**config.mk**
```make
export PLATFORM = sky130hd
export DESIGN_NAME = wss_slave
export DESIGN_NICKNAME = d
export VERILOG_FILES = /design/src/rtl/wss_pkg.sv /design/src/rtl/wss_wait_gen.sv /design/src/rtl/wss_capture.sv /design/src/rtl/wss_slave.sv
export SDC_FILE = /design/constraint.sdc
export NUM_CORES = 1
export LEC_CHECK = 0
export BUFFER_PORTS_ARGS = -buffer_cell sky130_fd_sc_hd__buf_2
export CAP_MARGIN = 20
export CORE_MARGIN = 2
export CORE_UTILIZATION = 40
export DETAILED_ROUTE_END_ITERATION = 8
export PLACE_DENSITY_LB_ADDON = 0.3
export SLEW_MARGIN = 0
export SYNTH_ARGS = -nofsm -noshare
export SYNTH_HDL_FRONTEND = slang
export SYNTH_SLANG_ARGS = --single-unit
```
**constraint.sdc**
```tcl
create_clock -name clk -period 0.85 [get_ports clk]
set_input_delay 0.0425 -clock clk [delete_from_list [all_inputs] [get_ports clk]]
set_output_delay 0.0425 -clock clk [all_outputs]
set_load 0.02 [all_outputs]
```
**src/rtl/wss_pkg.sv**
```systemverilog
package wss_pkg;
  parameter int unsigned WSS_DW   = 8;
  parameter int unsigned WSS_WAIT = 4;
endpackage

```
**src/rtl/wss_wait_gen.sv**
```systemverilog
module wss_wait_gen #(
  parameter int unsigned WAIT = wss_pkg::WSS_WAIT
) (
  input  logic clk,
  input  logic rst,
  input  logic valid_i,
  output logic ready_o
);
  localparam int unsigned CW = (WAIT < 1) ? 1 : $clog2(WAIT + 1);
  localparam logic [CW-1:0] LIM = CW'(WAIT);

  logic [CW-1:0] cnt;

  always_ff @(posedge clk) begin
    if (rst) begin
      cnt     <= '0;
      ready_o <= 1'b0;
    end else if (!valid_i) begin
      cnt     <= '0;
      ready_o <= 1'b0;
    end else if (cnt < LIM) begin
      cnt     <= cnt + 1'b1;
    end else begin
      ready_o <= 1'b1;
    end
  end

  // a low sample of valid drops ready and clears the count
  p_drop_clears_r3: assert property (@(posedge clk) disable iff (rst)
    !valid_i |=> (!ready_o && cnt == '0));
  // ready can only rise after the count has reached its limit
  p_rise_after_wait_r2: assert property (@(posedge clk) disable iff (rst)
    $rose(ready_o) |-> ($past(cnt) == LIM));
  // a full count holds and ready stays up while valid stays high
  p_hold_r4: assert property (@(posedge clk) disable iff (rst)
    (valid_i && cnt == LIM) |=> (cnt == LIM && ready_o));
endmodule

```
**src/rtl/wss_capture.sv**
```systemverilog
module wss_capture #(
  parameter int unsigned DW = wss_pkg::WSS_DW
) (
  input  logic          clk,
  input  logic          rst,
  input  logic          valid_i,
  input  logic          ready_i,
  input  logic [DW-1:0] data_i,
  output logic [DW-1:0] data_o,
  output logic          stb_o
);
  logic take;
  assign take = valid_i && ready_i;

  always_ff @(posedge clk) begin
    if (rst) begin
      data_o <= '0;
      stb_o  <= 1'b0;
    end else begin
      stb_o <= take;
      if (take) data_o <= data_i;
    end
  end

  // an accepting edge yields a strobe with the sampled byte
  p_capture_r6: assert property (@(posedge clk) disable iff (rst)
    take |=> (stb_o && data_o == $past(data_i)));
  // no strobe without both sampled valid and registered ready
  p_no_beat_r5: assert property (@(posedge clk) disable iff (rst)
    !take |=> (!stb_o && $stable(data_o)));
endmodule

```
**src/rtl/wss_slave.sv**
```systemverilog
module wss_slave #(
  parameter int unsigned DW   = wss_pkg::WSS_DW,
  parameter int unsigned WAIT = wss_pkg::WSS_WAIT
) (
  input  logic          clk,
  input  logic          rst,
  input  logic          bus_valid,
  input  logic [DW-1:0] bus_data,
  output logic          bus_ready,
  output logic [DW-1:0] cap_data,
  output logic          cap_stb
);
  wss_wait_gen #(.WAIT(WAIT)) u_wait (
    .clk     (clk),
    .rst     (rst),
    .valid_i (bus_valid),
    .ready_o (bus_ready)
  );

  wss_capture #(.DW(DW)) u_cap (
    .clk     (clk),
    .rst     (rst),
    .valid_i (bus_valid),
    .ready_i (bus_ready),
    .data_i  (bus_data),
    .data_o  (cap_data),
    .stb_o   (cap_stb)
  );

  // first beat of a request never coincides with the rise of ready
  p_beat_after_ready_r5: assert property (@(posedge clk) disable iff (rst)
    $rose(bus_ready) |-> !cap_stb);
endmodule

```
# == Word level (Yosys, flattened, before mapping) ==
# Index checks and enable logic that the tools add are counted.
# word_totals
output_inout_bits,10
inputBits,11
reg_bits,13
wordCells,9
# classes
n_reduce_logical,2
addsub,1
bitwise,1
order_cmp,1
# op_table
cell,count
$add 3x1->3 const B,1
$lt 3x3->1 const B,1
$reduce_or 2->1,1
$logic_and 1x1->1,1
$not 1->1,1

# == Longest topological paths before layout ==
# Gate-level depths: netlist of run 1.
# logic_depth
word_depth,2
depth_mapped,4
ltp_nobuf,3

# == Hierarchy ==
# Synthesis of run 1 repeated with hierarchy kept, for this count alone.
# hier_totals
hier_cells,54
hier_area_um2,536.8
# by_module_without_submodules
module,seq_area_each_um2,cells_per_inst,instances,area_per_inst_um2
wss_capture,180.2,40,1,396.6
wss_wait_gen,80.1,14,1,140.1

# == Worst setup path after synthesis of run 1 ==
# OpenSTA, ideal clock, no wires.
# synth_timing
path_type,flip-flop to flip-flop
startpoint,reg u_wait.ready_o
endpoint,reg u_cap.data_o[0]
setup_time_ps,66
path_buffers,2
period_less_slack_ps,1004
path_stages_with_launch,5
setup_slack_ps,-154
arrival_ps,938
required_ps,784
cell_sequence,dfxtp_1 buf_4 buf_4 nand3_1 a21oi_2
# synth_via
elab_chain_len,1
# synth_lines
item,line,text
from (decl),wss_wait_gen.sv:7,output logic ready_o
from (signal assigned),wss_wait_gen.sv:17,ready_o <= 1'b0;
from (signal assigned),wss_wait_gen.sv:20,ready_o <= 1'b0;
from (signal assigned),wss_wait_gen.sv:24,ready_o <= 1'b1;
$logic_and 1x1->1,wss_capture.sv:13,assign take = valid_i && ready_i;
to (signal assigned),wss_capture.sv:21,if (take) data_o <= data_i;
to (decl),wss_capture.sv:9,"output logic [DW-1:0] data_o,"
# No other way between the ends.
# A chain may end at the register's enable or synchronous reset.

# == Worst setup path in the final report of run 1 ==
# layout_timing
startpoint,reg u_wait.ready_o
endpoint,out bus_ready
# layout_rtl
item,line,text
to (decl),wss_slave.sv:9,"output logic bus_ready,"
# No word-level cell between the ends.

==> results of run 1 <==
[cells by family after synthesis]
| family | share of synthesized area |
|---|---|
| multiplexers | 0.0186 |
| XOR/XNOR | 0.0163 |
| buffers and inverters | 0.0860 |
| AND/OR/NAND/NOR | 0.135 |
| AO/OA/AOI/OAI | 0.237 |
| flip-flops | 0.484 |
| adder cells (fa/ha/maj) | 0.0233 |
[layer usage]
metal,global-route usage,share of wire,vias to the layer above
li1,-,-,232
met1,0.133,0.42,213
met2,0.270,0.50,13
met3,0.0707,0.059,5
met4,0.100,0.019,0
met5,0,0,-
[metrics by stage]
| stage | util | total power, uW | std cells | setup TNS [ns] |
|---|---|---|---|---|
| floorplan | - | 666 | 54 | 0 |
| global placement | 0.487 | 686 | 85 | -0.00186 |
| detailed placement | 0.487 | 688 | 85 | -0.0267 |
| CTS | 0.539 | 1070 | 92 | -0.0905 |
| global route | 0.583 | 1100 | 93 | -0.347 |
| finish | 0.583 | 1060 | 93 | -0.0453 |
[synthesized netlist by cell type, drive strengths merged]
| master | number |
|---|---|
| a21bo | 8 |
| a21oi | 8 |
| buf | 5 |
| dfxtp | 13 |
| ha | 1 |
| inv | 1 |
| mux2i | 1 |
| nand2b | 1 |
| nand3 | 8 |
| nor2 | 7 |
| xor2 | 1 |
[timing repair]
| action | CTS | global route |
|---|---|---|
| gates resized for setup | 2 | 8 |
| pin swaps | 4 | 6 |
| setup buffers | 3 | 0 |
| gates cloned | 0 | 1 |
| endpoints found under the setup margin | 3 | 12 |
[layout make-up]
class	instances	area, sq um	share of cell area
clock buffer	4	26.3	0.0351
inverter	1	3.75	0.00501
multi-input combinational	35	259	0.346
sequential	13	267	0.356
tap	15	18.8	0.0250
timing repair buffer	25	175	0.234
[worst paths after layout]
check	startpoint	to	slack, ns	cells past startpoint
hold / removal	bus_data[1]	u_cap.data_o[1]$_SDFFE_PP0P_	0.04	3
setup reg to reg	u_wait.ready_o$_SDFFE_PP0P_	u_cap.data_o[0]$_SDFFE_PP0P_	-0.02	3
setup / recovery	u_wait.ready_o$_SDFFE_PP0P_	bus_ready	-0.02	1
hold reg to reg	u_wait.cnt[2]$_SDFFE_PP0N_	u_wait.cnt[2]$_SDFFE_PP0N_	0.54	2
[power breakdown]
group / switching [uW] / leakage (uW) / internal [uW]
Sequential: 4.88 / 0.000107 / 611
Clock: 194 / 0.0000150 / 182
Combinational: 35.5 / 0.000200 / 28.9
Total: 235 / 0.000322 / 822
[state kept, by name, indices dropped and copies added, names as in the netlist]
signal          count
u_cap.data_o        8
u_cap.stb_o         1
u_wait.cnt          3
u_wait.ready_o      1
==> flow_metrics.env, run 1 <==
export IMPL_crit_family="flip-flops"
export IMPL_drive_gt1_frac=0.513
export IMPL_drcViolationCount=0
export IMPL_path_clk_slew_ns=0.08
export IMPL_place_area_sq_um=626
export IMPL_dr_first_iter_drc_count=5
export IMPL_ys_warn_count=0
export IMPL_setup_viol=3
export IMPL_fmax_mhz=1150
export IMPL_yosysTopAreaCell="dfxtp_1"
export IMPL_ant_nets=0
export IMPL_finalHoldViolations=0
export IMPL_diodes=0
export IMPL_core_sq_um=1280
export IMPL_critical_path_max_stage_delay_ns=0.39
export IMPL_mostFrequentLayoutCells="17 x buf_2, 10 x dfxtp_1, 8 x nand3_1, 7 x a21bo_1, 7 x nor2_1"
export IMPL_clockBufferDepth=2
export IMPL_die_h_um=40.7
export IMPL_synthCells=54
export IMPL_syn_num_nets=66
export IMPL_max_cap_violations=0
export IMPL_timing_final_crit_share=1.02
export IMPL_status="finished with violations"
export IMPL_cts_made_buffers=3
export IMPL_fin_nets=91
export IMPL_rows=13
export IMPL_synth_cell_types=15
export IMPL_vias_per_cell=4.98
export IMPL_grtUsageTotal=0.151
export IMPL_fill_cells=110
export IMPL_seq_area_frac_synth=0.484
export IMPL_path_buf_inv=1
export IMPL_cp_start_kind="flip-flop"
export IMPL_port_buffers=20
export IMPL_power_density_nw_per_um2=1410
export IMPL_gp_congestion=0.681
export IMPL_die_width_um=40.7
export IMPL_yosys_top_cells_area="dfxtp_1 48%, a21bo_1 13%, nand3_1 7.4%, a21oi_1 5.6%, nor2_1 4.9%"
export IMPL_worst_slack_ns=-0.0204
export IMPL_areaGrowthSynthToFinish_pct=39.3
export IMPL_finClkSkew_ns=0.00205
export IMPL_root_buffer="clkbuf_4"
export IMPL_crit_type="reg -> out"
export IMPL_worstMarginPinSlew_ns=0.302
export IMPL_ctsHoldBuffers=0
export IMPL_slew_viol_final=0
export IMPL_slew_headroom=0.798
export IMPL_worstPathArrival_ns=0.83
export IMPL_fin_area_sq_um=749
export IMPL_period_minus_slack_ns=0.870
export IMPL_avgSynthCellArea_sq_um=9.96
export IMPL_detail_route_wirelength_mm=1.12
export IMPL_initial_utilization=0.419
export IMPL_crit_path_cell_trace="buf_2"
export IMPL_wire_per_inst_um=12.0
export IMPL_clk_latency_ns=0.27
export IMPL_slowest_stage="dfxtp_4"
export IMPL_die_area_sq_um=1650
export IMPL_hold_path_class="in -> reg"
export IMPL_end_kind="primary output"
export IMPL_gr_total_overflow=0
export IMPL_ioPinCount=21
export IMPL_place_hpwl_um=649
export IMPL_clkSinkCount=13
export IMPL_grt_pass1_wl_mm=1.52
export IMPL_cp_max_fo=4
export IMPL_required_ns=0.81
export IMPL_final_common_cell="buf_2"
export IMPL_syn_area_sq_um=538
export IMPL_place_ws_ns=-0.0267
export IMPL_rsz0062_at_grt="yes"
export IMPL_h_tree_depth=1
export IMPL_p_leak_uw=0.000322
export IMPL_firstDrtPassIters=2
export IMPL_worst_ir_drop_vdd_uv=851
export IMPL_grt_max_degree=18
export IMPL_grt_pass1_vias=380
export IMPL_hold_worst_slack_ns=0.0354
export IMPL_violations="setup timing"
export IMPL_dr_total_vias=463
export IMPL_synth_top_area_share=0.484
export IMPL_grt_antenna_before_repair=0
export IMPL_cts_tree="built"
export IMPL_ys_seq_elements=13
No activity file was read; power rests on OpenSTA's default activity.
==> inputs of run 2 (changes only) <==
ABC_AREA = 1   (was default)
CORE_AREA = 2 2 39 41   (was default)
CORE_MARGIN = default   (was 2)
CORE_UTILIZATION = default   (was 40)
DIE_AREA = 0 0 41 43   (was default)
==> run 2 against run 1 <==
  * The run now ends clean
  * Hold slack worse by 0.027 ns
  * Largest cell class unchanged
  * Cell area is 1.3% lower
  * Combinational power rose by 14%
  * Clock skew rose by 0.00070 ns
  * Maximum frequency grew 5.1%
  * Power rose by 0.34%
  * Via count rose by 8.9%
  * Synthesized cell count up 31%
  * Clock power fell by 1%
==> flow_metrics.env, run 2 <==
export IMPL_path_clk_slew_ns=0.08
export IMPL_slew_viol_final=0
export IMPL_drcViolationCount=0
export IMPL_drive_gt1_frac=0.277
export IMPL_grtUsageTotal=0.142
export IMPL_met1_usage=0.158
export IMPL_diodes=0
export IMPL_synth_ff_type="dfxtp_1"
export IMPL_grt_max_degree=18
export IMPL_firstDrtPassIters=4
export IMPL_worstMarginPinSlew_ns=0.165
export IMPL_required_ns=1.01
export IMPL_place_hpwl_um=656
export IMPL_die_width_um=41
export IMPL_wire_per_inst_um=8.27
export IMPL_core_sq_um=1380
export IMPL_yosysTopAreaCell="dfxtp_1"
export IMPL_synth_edff_count=0
export IMPL_cp_max_fo=3
export IMPL_rsz0062_at_grt="yes"
export IMPL_worst_ir_drop_vdd_uv=938
export IMPL_dr_total_vias=504
export IMPL_critical_path_max_stage_delay_ns=0.33
export IMPL_largest_reg_flops=8
export IMPL_status="complete, no violations"
export IMPL_finClkSkew_ns=0.00275
export IMPL_clk_latency_ns=0.27
export IMPL_ant_nets=0
export IMPL_fin_area_sq_um=739
export IMPL_path_buf_inv=0
export IMPL_synthCells=71
export IMPL_die_h_um=43
export IMPL_ys_warn_count=0
export IMPL_cts_tree="built"
export IMPL_grtUsageMet2=0.203
export IMPL_synthArstFlopShare=0
export IMPL_ys_seq_elements=13
export IMPL_hp_start="bus_data[1]"
export IMPL_cp_start_kind="flip-flop"
export IMPL_switching_share=0.211
export IMPL_gp_congestion=0.602
export IMPL_port_buffers=20
export IMPL_power_frac_clock=0.351
export IMPL_fin_nets=114
export IMPL_mostFrequentLayoutCells="21 x nand2_1, 20 x nor2_1, 16 x buf_2, 11 x dfxtp_1, 10 x inv_1"
export IMPL_avgSynthCellArea_sq_um=7.07
export IMPL_path_depth=3
export IMPL_top_regs="u_cap.data_o: 8 flops, u_wait.cnt: 3 flops"
export IMPL_dr_first_iter_drc_count=6
export IMPL_clkSinkCount=13
export IMPL_clockBufferDepth=2
export IMPL_slew_headroom=0.890
export IMPL_max_cap_violations=0
export IMPL_syn_area_sq_um=502
export IMPL_slowest_stage="dfxtp_2"
export IMPL_met3_usage=0.0471
export IMPL_crit_path_cell_trace="ha_1 > nand2_1 > a21oi_1"
export IMPL_timing_final_crit_share=0.975
export IMPL_grt_pass1_wl_mm=1.63
export IMPL_hold_depth=3
export IMPL_root_buffer="clkbuf_4"
export IMPL_fin_cells=117
export IMPL_place_ws_ns=0.0245
export IMPL_p_sw_uw=224
export IMPL_max_flop_register="u_cap.data_o"
export IMPL_rr_startpoint="u_wait.cnt[0]$_SDFFE_PP0N_"
export IMPL_cts_made_buffers=3
export IMPL_reg2reg_to="u_wait.cnt[1]$_SDFFE_PP0N_"
export IMPL_seq_area_frac_synth=0.519
export IMPL_setup_viol=0
export IMPL_worstPathArrival_ns=0.99
export IMPL_yosysMostFrequentCell="nand2_1"
export IMPL_hold_end="u_cap.data_o[1]$_SDFFE_PP0P_"
export IMPL_comb_power_share=0.069
export IMPL_final_common_cell="nand2_1"
export IMPL_power_density_nw_per_um2=1430
export IMPL_crit_family="flip-flops"
export IMPL_p_leak_uw=0.000403
export IMPL_synth_cell_types=10
export IMPL_r2r_worst_path_cells=3
export IMPL_worst_slack_ns=0.0217
export IMPL_finalHoldViolations=0
export IMPL_p_int_uw=836
export IMPL_post_cts_buffers=0
export IMPL_seqPwrFrac=0.579
export IMPL_final_util=0.534
export IMPL_r2r_slack_ns=0.02
export IMPL_top_usage_layer="met2"
export IMPL_detail_route_wirelength_um=968
export IMPL_gr_total_overflow=0
export IMPL_end_kind="flip-flop"
export IMPL_hold_path_class="in -> reg"
export IMPL_ioPinCount=21
export IMPL_tns_ns=0
export IMPL_post_place_cells=106
export IMPL_grt_pass1_vias=429
export IMPL_rows=14
export IMPL_vias_per_cell=4.31
export IMPL_initial_utilization=0.363
export IMPL_crit_type="reg -> reg"
export IMPL_h_tree_depth=1
export IMPL_synthTopCellsByCount="21 x nand2_1, 20 x nor2_1, 13 x dfxtp_1"
export IMPL_die_area_sq_um=1760
export IMPL_period_minus_slack_ns=0.828
export IMPL_syn_num_nets=83
export IMPL_areaGrowthSynthToFinish_pct=47.4
export IMPL_place_area_sq_um=619
export IMPL_fmax_mhz=1210
export IMPL_synth_top_area_share=0.519
export IMPL_grt_antenna_before_repair=0
export IMPL_yosys_top_cells_area="dfxtp_1 52%, nand2_1 16%, nor2_1 15%, inv_1 7.5%, ha_1 2.5%"
-- run 2: layout make-up --
type	instances	area, sq um
inverter	11	41.3
tap	16	20.0
sequential	13	265
multi-input combinational	46	203
clock buffer	4	26.3
timing repair buffer	27	184
fill	134	644
-- run 2: cell families after synthesis --
family          after synthesis  share of synthesized area
buf+inv                      12                      0.105
simple gates                 43                      0.332
flops                        13                      0.519
fa+ha+maj                     1                     0.0249
compound gates                2                     0.0200
-- run 2: timing repair --
action                                 4_1_cts  5_1_grt
hold buffers                                 7        0
setup endpoints to repair                    0        6
endpoints found under the hold margin        7        0
gates resized for setup                      0        7
-- run 2: worst max-delay path by stage --
| stage | start | to | slack (ns) |
|---|---|---|---|
| floorplan | u_wait.ready_o$_SDFFE_PP0P_ | u_cap.data_o[2]$_SDFFE_PP0P_ | 0.005 |
| global placement | u_wait.cnt[0]$_SDFFE_PP0N_ | u_wait.cnt[1]$_SDFFE_PP0N_ | 0.04 |
| detailed placement | u_wait.cnt[0]$_SDFFE_PP0N_ | u_wait.cnt[1]$_SDFFE_PP0N_ | 0.02 |
| CTS | u_wait.ready_o$_SDFFE_PP0P_ | bus_ready | 0.001 |
| global route | u_wait.ready_o$_SDFFE_PP0P_ | u_cap.data_o[0]$_SDFFE_PP0P_ | -0.01 |
| finish | u_wait.cnt[0]$_SDFFE_PP0N_ | u_wait.cnt[1]$_SDFFE_PP0N_ | 0.02 |
-- run 2: power groups by stage --
| stage | Clock [uW] | Combinational (uW) | Sequential (uW) |
|---|---|---|---|
| 2_1_floorplan | 0 | 16.7 | 629 |
| 5_1_grt | 425 | 80.8 | 616 |
| 3_5_place_dp | 0 | 47.5 | 628 |
| 3_3_place_gp | 0 | 45.9 | 628 |
| 4_1_cts | 389 | 71.8 | 614 |
| 6_report | 372 | 73.6 | 614 |
-- run 2: worst min-delay path: cells and delay by family --
family | cells | cell delay (ns)
simple gates | 2 | 0.12
buf+inv | 1 | 0.08
-- run 2: stage by stage --
| stage | power [uW] | hold WS [ns] |
|---|---|---|
| 3_5_place_dp | 676 | 0.235 |
| 4_1_cts | 1070 | 0.00815 |
| 5_1_grt | 1120 | 0.0111 |
| 2_1_floorplan | 645 | 0.115 |
| 3_3_place_gp | 674 | 0.233 |
| 6_report | 1060 | 0.00842 |
-- run 2: per-layer routing --
metal  up-vias  wire [um]
li1        266          -
met1       224        418
met2        12        480
met3         2         53
met4         0         15
met5         -          0
